==> config.mk <==
export PLATFORM = sky130hd
export DESIGN_NAME = xlat_walker
export DESIGN_NICKNAME = d
export VERILOG_FILES = /design/src/rtl/walk_pkg.sv /design/src/rtl/walk_addr_gen.sv /design/src/rtl/walk_entry_decode.sv /design/src/rtl/xlat_walker.sv
export SDC_FILE = /design/constraint.sdc
export NUM_CORES = 1
export LEC_CHECK = 0
export BUFFER_PORTS_ARGS = -buffer_cell sky130_fd_sc_hd__buf_2
export CORE_MARGIN = 8
export CORE_UTILIZATION = 50
export DETAILED_ROUTE_END_ITERATION = 6
export HOLD_SLACK_MARGIN = 0.1
export PLACE_DENSITY = 0.77
export SYNTH_ARGS = -nofsm -noshare
export SYNTH_HDL_FRONTEND = slang
export SYNTH_SLANG_ARGS = --single-unit
==> constraint.sdc <==
create_clock -name clk -period 2.7 [get_ports clk]
set_input_delay 0.27 -clock clk [delete_from_list [all_inputs] [get_ports clk]]
set_output_delay 0.27 -clock clk [all_outputs]
set_load 0.02 [all_outputs]
==> src/rtl/walk_pkg.sv <==
// Shared constants and types of the translation walker.
// Assumes a 32-bit address split into directory index, table index and
// page offset, with 4-byte table entries.
package walk_pkg;
    localparam int ADDR_W         = 32;
    localparam int OFF_W          = 12;
    localparam int TBL_IDX_W      = 8;
    localparam int DIR_IDX_W      = ADDR_W - OFF_W - TBL_IDX_W;
    localparam int ENTRY_LOG2     = 2;
    localparam int TBL_ALIGN      = TBL_IDX_W + ENTRY_LOG2;
    localparam int FRAME_W        = ADDR_W - OFF_W;
    localparam int PERM_LSB       = 4;
    localparam int PERM_W         = 4;
    localparam int DIR_VALID_W    = 2;
    localparam int DIR_VALID_CODE = 1;
    localparam int LEAF_VALID_BIT = 1;

    typedef enum logic [1:0] {
        FLT_NONE = 2'd0,
        FLT_DIR  = 2'd1,
        FLT_LEAF = 2'd2
    } fault_e;

    typedef enum logic [2:0] {
        ST_IDLE,
        ST_DIR_REQ,
        ST_DIR_WAIT,
        ST_LEAF_REQ,
        ST_LEAF_WAIT,
        ST_DONE
    } walk_state_e;
endpackage

==> src/rtl/walk_addr_gen.sv <==
// Entry address generator.
// Forms the byte address of the directory entry and of the leaf entry from
// the root base, the current table base and the virtual page number.
// Assumes entries of 2**ENTRY_LOG2 bytes and no carry limits on the adds.
module walk_addr_gen
    import walk_pkg::*;
(
    input  logic [ADDR_W-1:0]     root_base,
    input  logic [ADDR_W-1:0]     tbl_base,
    input  logic [ADDR_W-1:OFF_W] vpn,
    output logic [ADDR_W-1:0]     dir_entry_addr,
    output logic [ADDR_W-1:0]     leaf_entry_addr
);
    localparam int DIR_LSB = OFF_W + TBL_IDX_W;

    logic [DIR_IDX_W-1:0] dir_idx;
    logic [TBL_IDX_W-1:0] tbl_idx;

    // Split the page number and scale each index by the entry size.
    always_comb begin
        dir_idx         = vpn[ADDR_W-1:DIR_LSB];
        tbl_idx         = vpn[DIR_LSB-1:OFF_W];
        dir_entry_addr  = root_base + ADDR_W'({dir_idx, {ENTRY_LOG2{1'b0}}});
        leaf_entry_addr = tbl_base  + ADDR_W'({tbl_idx, {ENTRY_LOG2{1'b0}}});
    end
endmodule

==> src/rtl/walk_entry_decode.sv <==
// Table entry decoder.
// Interprets one 32-bit word either as a directory entry (valid code plus
// a next-table pointer) or as a leaf entry (valid flag, frame, class).
// Reserved bits are deliberately dropped.
module walk_entry_decode
    import walk_pkg::*;
(
    input  logic [ADDR_W-1:0]  entry,
    output logic               dir_ok,
    output logic [ADDR_W-1:0]  next_tbl,
    output logic               leaf_ok,
    output logic [FRAME_W-1:0] frame,
    output logic [PERM_W-1:0]  perm
);
    logic unused_rsv;

    // Extract both views of the entry; the caller picks by walk level.
    always_comb begin
        dir_ok     = (entry[DIR_VALID_W-1:0] == DIR_VALID_W'(DIR_VALID_CODE));
        next_tbl   = {entry[ADDR_W-1:TBL_ALIGN], {TBL_ALIGN{1'b0}}};
        leaf_ok    = entry[LEAF_VALID_BIT];
        frame      = entry[ADDR_W-1:OFF_W];
        perm       = entry[PERM_LSB+PERM_W-1:PERM_LSB];
        unused_rsv = ^{entry[TBL_ALIGN-1:PERM_LSB+PERM_W],
                       entry[PERM_LSB-1:DIR_VALID_W]};
    end
endmodule

==> src/rtl/xlat_walker.sv <==
// Two-level translation walker (top).
// Accepts one translation at a time, reads the directory entry and then
// the leaf entry over the memory read port, and reports a physical address
// with its permission class or a fault with the faulting address.
// Assumes one memory response per accepted read, at least a cycle later,
// and no root base write while a directory read awaits acceptance.
module xlat_walker
    import walk_pkg::*;
#(
    parameter int MID_W = 4
) (
    input  logic              clk,
    input  logic              rst_n,
    input  logic              base_we,
    input  logic [31:0]       base_wdata,
    input  logic              req_valid,
    output logic              req_ready,
    input  logic [31:0]       req_vaddr,
    input  logic [MID_W-1:0]  req_master,
    input  logic              req_write,
    output logic              mem_req_valid,
    input  logic              mem_req_ready,
    output logic [31:0]       mem_req_addr,
    input  logic              mem_rsp_valid,
    input  logic [31:0]       mem_rsp_data,
    output logic              rsp_valid,
    input  logic              rsp_ready,
    output logic [31:0]       rsp_addr,
    output logic [3:0]        rsp_perm,
    output logic [1:0]        rsp_fault,
    output logic [MID_W-1:0]  rsp_master,
    output logic              rsp_write
);
    walk_state_e          state_q;
    logic [ADDR_W-1:0]    root_base_q;
    logic [ADDR_W-1:0]    va_q;
    logic [ADDR_W-1:0]    tbl_q;
    logic [ADDR_W-1:0]    out_addr_q;
    logic [PERM_W-1:0]    perm_q;
    fault_e               fault_q;
    logic [MID_W-1:0]     mid_q;
    logic                 wr_q;

    logic [ADDR_W-1:0]    dir_entry_addr;
    logic [ADDR_W-1:0]    leaf_entry_addr;
    logic                 dir_ok;
    logic [ADDR_W-1:0]    next_tbl;
    logic                 leaf_ok;
    logic [FRAME_W-1:0]   frame;
    logic [PERM_W-1:0]    leaf_perm;

    walk_addr_gen u_addr (
        .root_base       (root_base_q),
        .tbl_base        (tbl_q),
        .vpn             (va_q[ADDR_W-1:OFF_W]),
        .dir_entry_addr  (dir_entry_addr),
        .leaf_entry_addr (leaf_entry_addr)
    );

    walk_entry_decode u_dec (
        .entry    (mem_rsp_data),
        .dir_ok   (dir_ok),
        .next_tbl (next_tbl),
        .leaf_ok  (leaf_ok),
        .frame    (frame),
        .perm     (leaf_perm)
    );

    // Drive the handshake outputs from the walk state.
    always_comb begin
        req_ready     = (state_q == ST_IDLE);
        mem_req_valid = (state_q == ST_DIR_REQ) || (state_q == ST_LEAF_REQ);
        mem_req_addr  = (state_q == ST_LEAF_REQ) ? leaf_entry_addr : dir_entry_addr;
        rsp_valid     = (state_q == ST_DONE);
        rsp_addr      = out_addr_q;
        rsp_perm      = perm_q;
        rsp_fault     = fault_q;
        rsp_master    = mid_q;
        rsp_write     = wr_q;
    end

    // Root base register, loaded by its write strobe.
    always_ff @(posedge clk) begin
        if (!rst_n) begin
            root_base_q <= '0;
        end else if (base_we) begin
            root_base_q <= base_wdata;
        end
    end

    // Walk sequencer: accept, read directory, read leaf, report.
    always_ff @(posedge clk) begin
        if (!rst_n) begin
            state_q    <= ST_IDLE;
            va_q       <= '0;
            tbl_q      <= '0;
            out_addr_q <= '0;
            perm_q     <= '0;
            fault_q    <= FLT_NONE;
            mid_q      <= '0;
            wr_q       <= 1'b0;
        end else begin
            case (state_q)
                ST_IDLE: begin
                    if (req_valid) begin
                        va_q    <= req_vaddr;
                        mid_q   <= req_master;
                        wr_q    <= req_write;
                        state_q <= ST_DIR_REQ;
                    end
                end
                ST_DIR_REQ: begin
                    if (mem_req_ready) state_q <= ST_DIR_WAIT;
                end
                ST_DIR_WAIT: begin
                    if (mem_rsp_valid) begin
                        if (dir_ok) begin
                            tbl_q   <= next_tbl;
                            state_q <= ST_LEAF_REQ;
                        end else begin
                            fault_q    <= FLT_DIR;
                            out_addr_q <= va_q;
                            perm_q     <= '0;
                            state_q    <= ST_DONE;
                        end
                    end
                end
                ST_LEAF_REQ: begin
                    if (mem_req_ready) state_q <= ST_LEAF_WAIT;
                end
                ST_LEAF_WAIT: begin
                    if (mem_rsp_valid) begin
                        if (leaf_ok) begin
                            fault_q    <= FLT_NONE;
                            out_addr_q <= {frame, va_q[OFF_W-1:0]};
                            perm_q     <= leaf_perm;
                        end else begin
                            fault_q    <= FLT_LEAF;
                            out_addr_q <= va_q;
                            perm_q     <= '0;
                        end
                        state_q <= ST_DONE;
                    end
                end
                ST_DONE: begin
                    if (rsp_ready) state_q <= ST_IDLE;
                end
                default: state_q <= ST_IDLE;
            endcase
        end
    end

    // Accepting a request closes the request side at the next edge.
    p_busy_after_accept_r9: assert property (@(posedge clk) disable iff (!rst_n)
        req_valid && req_ready |=> !req_ready);

    // No new request while a result waits for the client.
    p_no_accept_with_result_r9: assert property (@(posedge clk) disable iff (!rst_n)
        rsp_valid |-> !req_ready);

    // A stalled result keeps every field.
    p_result_hold_r9: assert property (@(posedge clk) disable iff (!rst_n)
        rsp_valid && !rsp_ready |=> rsp_valid && $stable(rsp_addr) && $stable(rsp_perm)
            && $stable(rsp_fault) && $stable(rsp_master) && $stable(rsp_write));

    // A stalled table read keeps its address.
    p_read_hold_r10: assert property (@(posedge clk) disable iff (!rst_n)
        mem_req_valid && !mem_req_ready |=> mem_req_valid && $stable(mem_req_addr));

    // Faulted results carry no permission class.
    p_fault_no_perm_r7: assert property (@(posedge clk) disable iff (!rst_n)
        rsp_valid && (rsp_fault != 2'd0) |-> rsp_perm == '0);

    // Faulted results return the address under translation.
    p_fault_addr_r3: assert property (@(posedge clk) disable iff (!rst_n)
        rsp_valid && (rsp_fault != 2'd0) |-> rsp_addr == va_q);
endmodule

==> impl_metrics.json <==
{
  "status": "finished with violations",
  "cp_max_fo": 7,
  "die_area_mm2": 0.0170,
  "grt_usage": 0.241,
  "synthTopCellsByArea": "dfxtp_1 40%, nand2_1 13%, a21boi_0 8.8%",
  "grt_pass1_vias": 6373,
  "grt_pass1_wl_mm": 31.8,
  "fin_skew_ns": 0.00832,
  "fp.dieH_um": 130,
  "cts_buffer_depth": 2,
  "synth-edff-count": 0,
  "min_period_ns": 2.94,
  "setup_viol": 13,
  "hold_viol_final": 0,
  "synthFlopType": "dfxtp_1",
  "worst_pin_slew_ns": 1.13,
  "synth.net_count": 903,
  "cp.arrival_ns": 2.67,
  "htreeDepth": 4,
  "pre_cts_ws_ns": -0.000547,
  "end_kind": "output pin",
  "syn_area_per_cell_um2": 8.37,
  "ys_types": 54,
  "rows": 42,
  "peakVddDrop_mv": 0.567,
  "ant_nets": 0,
  "hold_class": "in2reg",
  "drtIter0Drc": 469,
  "root_buffer": "clkbuf_16",
  "relSlewSlack": 0.246,
  "netlist_area_mm2": 0.00655,
  "clk_latency_ns": 0.42,
  "cap_violations": 0,
  "drc": 0,
  "core_mm2": 0.0130,
  "start_util": 0.502,
  "power.density_mw_per_mm2": 613,
  "fmax_ghz": 0.340,
  "yosys_warnings": 0,
  "vias": 6439,
  "setup_ws_ns": -0.239,
  "cts.clk_slew.worst_paths_ns": 0.06,
  "hpwl_mm": 14.1,
  "synthCells": 782,
  "viasPerCell": 5.41,
  "io_buffers": 181,
  "start_kind": "register",
  "area_growth_pct": 40.2,
  "timing.final.crit_share": 1.09,
  "cts.sinks": 132,
  "yosys.area.top_type_share": 0.404,
  "rsz0062_at_grt": "true",
  "wirelength_mm": 21.0,
  "ys_seq_area_frac": 0.404,
  "die_w_um": 130,
  "dr.pass1.iters": 5,
  "cts_made_buffers": 17,
  "finalSetupTns_ns": -1.92,
  "nNetsFinal": 1119,
  "io_pins": 186,
  "power.leakage_uw": 0.00407,
  "tritoncts": "done",
  "cp_data_required_time_ns": 2.43,
  "yosys.area.top_type": "dfxtp_1",
  "ys_ff_latch": 132,
  "wl_per_cell_um": 17.6,
  "gp_congestion": 0.927,
  "fin_util": 0.704,
  "maxSlewViolCount": 0,
  "grt_max_degree": 83,
  "layout-drive-gt1-share": 0.315,
  "synthArstFlopShare": 0,
  "failed_checks": "setup timing",
  "crit_type": "reg2out",
  "antenna_found_initial": 2,
  "grt_remaining_overflow": 0
}
## where the power goes
group	total, uW	internal (uW)	switching [uW]
Sequential	2150	2050	99.0
Clock	2560	1650	906
Combinational	924	412	513
## area by class of cell
cell class                 count  area, um^2
timing repair buffer         250        1620
fill                        1026        3850
sequential                   132        2670
tap                          176         220
inverter                       4        15.0
clock buffer                  18         429
multi-input combinational    593        3990
clock inverter                14         225
antenna                        4        10.0
## layout by cell type, fill, tap and decap left out, types with 3 or more instances in the layout
cell type      netlist  routed
nand3_1             24      21
clkbuf_16            0      17
o21ai_2              0       4
buf_6                1      11
a21o_1               4       4
dfxtp_2              0      14
nand3_2              0       3
xor2_1               8       7
bufinv_16            0       5
and2_1               6       6
nand2_1            220     220
xnor2_1              6       5
or4_4                0       3
inv_1                4       4
dfxtp_1            132     116
a21oi_1             26      17
nor4_1               4       3
o211a_1             24      24
a31oi_1              3       3
nor2b_1             34      34
clkinvlp_4           0       3
dlygate4sd3_1        0      34
diode_2              0       4
inv_6                0       4
a21oi_2              2       6
nor3_1               6       5
a21boi_0            77      76
buf_4                4      40
o211ai_1             4       4
a21oi_4              0       6
nand4_1              4       4
o21ai_1              1       3
nor2_1              20      18
a21o_4               1       3
ha_4                 0      11
a211o_1              5       5
mux2i_1             52      52
o21ai_0             13       7
buf_2               25     163
## kinds of logic (layout without fill, tap and decap cells)
family	Yosys count	after routing	share of synthesized area
buf+inv	58	286	0.0415
fa+ha+maj	13	13	0.0260
mux	53	53	0.0812
other cells	0	4	0
flops	132	132	0.404
simple gates	338	338	0.231
xor+xnor	14	14	0.0187
compound gates	174	175	0.198
## critical path, stage by stage, from the launching register on
cell,delay [ns]
dfxtp_2,0.33
ha_4,0.16
fa_2,0.37
a21o_4,0.23
a311oi_2,0.20
o21a_2,0.25
a21oi_4,0.12
and4b_1,0.19
a211o_1,0.26
buf_6,0.14
## final timing paths
kind | startpoint | cells after the start | endpoint | slack, ns
worst max register to register | state_q[0] | 6 | tbl_q[23] | 0.27
worst min-delay path | base_wdata[5] | 3 | root_base_q[5] | 0.11
worst min register to register | tbl_q[10] | 2 | tbl_q[10] | 0.46
worst max-delay path | root_base_q[2] | 9 | mem_req_addr[28] | -0.24
## routing by layer
layer  part of all wire  track usage
met5            0.00048            0
met4              0.027        0.104
met3              0.091       0.0938
met2               0.48        0.396
met1               0.40        0.273
## per-stage QoR
stage	cell area, um^2	hold slack (ns)	total power [uW]	instances
global route	9170	0.102	5850	1188
global placement	7600	0.447	2950	1103
floorplan	6550	0.415	2660	782
detailed placement	7600	0.456	2960	1103
CTS	8880	0.101	5610	1172
finish	9180	0.115	5630	1191
## state kept, by name, indices dropped and copies added, names as in the netlist
register and count:
root_base_q 32, rsp_write 1, va_q 32, tbl_q 22
rsp_addr 32, rsp_master 4, state_q 3, rsp_fault 2
rsp_perm 4
## cells in the mapped netlist (2+ instances only)
| library cell | n |
|---|---|
| nand2_1 | 220 |
| dfxtp_1 | 132 |
| a21boi_0 | 77 |
| mux2i_1 | 52 |
| nor2b_1 | 34 |
| a21oi_1 | 26 |
| buf_2 | 25 |
| clkbuf_1 | 24 |
| nand3_1 | 24 |
| o211a_1 | 24 |
| nor2_1 | 20 |
| o21ai_0 | 13 |
| ha_1 | 12 |
| xor2_1 | 8 |
| and2_1 | 6 |
| nor3_1 | 6 |
| xnor2_1 | 6 |
| a211o_1 | 5 |
| or4_1 | 5 |
| a21o_1 | 4 |
| buf_4 | 4 |
| inv_1 | 4 |
| nand4_1 | 4 |
| nor4_1 | 4 |
| o211ai_1 | 4 |
| a31oi_1 | 3 |
| o311ai_0 | 3 |
| a21o_2 | 2 |
| a21oi_2 | 2 |
| a41oi_1 | 2 |
| and3_1 | 2 |
| and4b_1 | 2 |
| nor3b_1 | 2 |
## what timing repair did
item	in CTS	in global routing
buffers inserted	6	11
gates resized for setup	59	50
hold buffers	31	3
hold endpoints to repair	31	3
cloned	0	1
pin swaps	14	21
setup endpoints to repair	23	23
(Power assumes the default switching activity.)
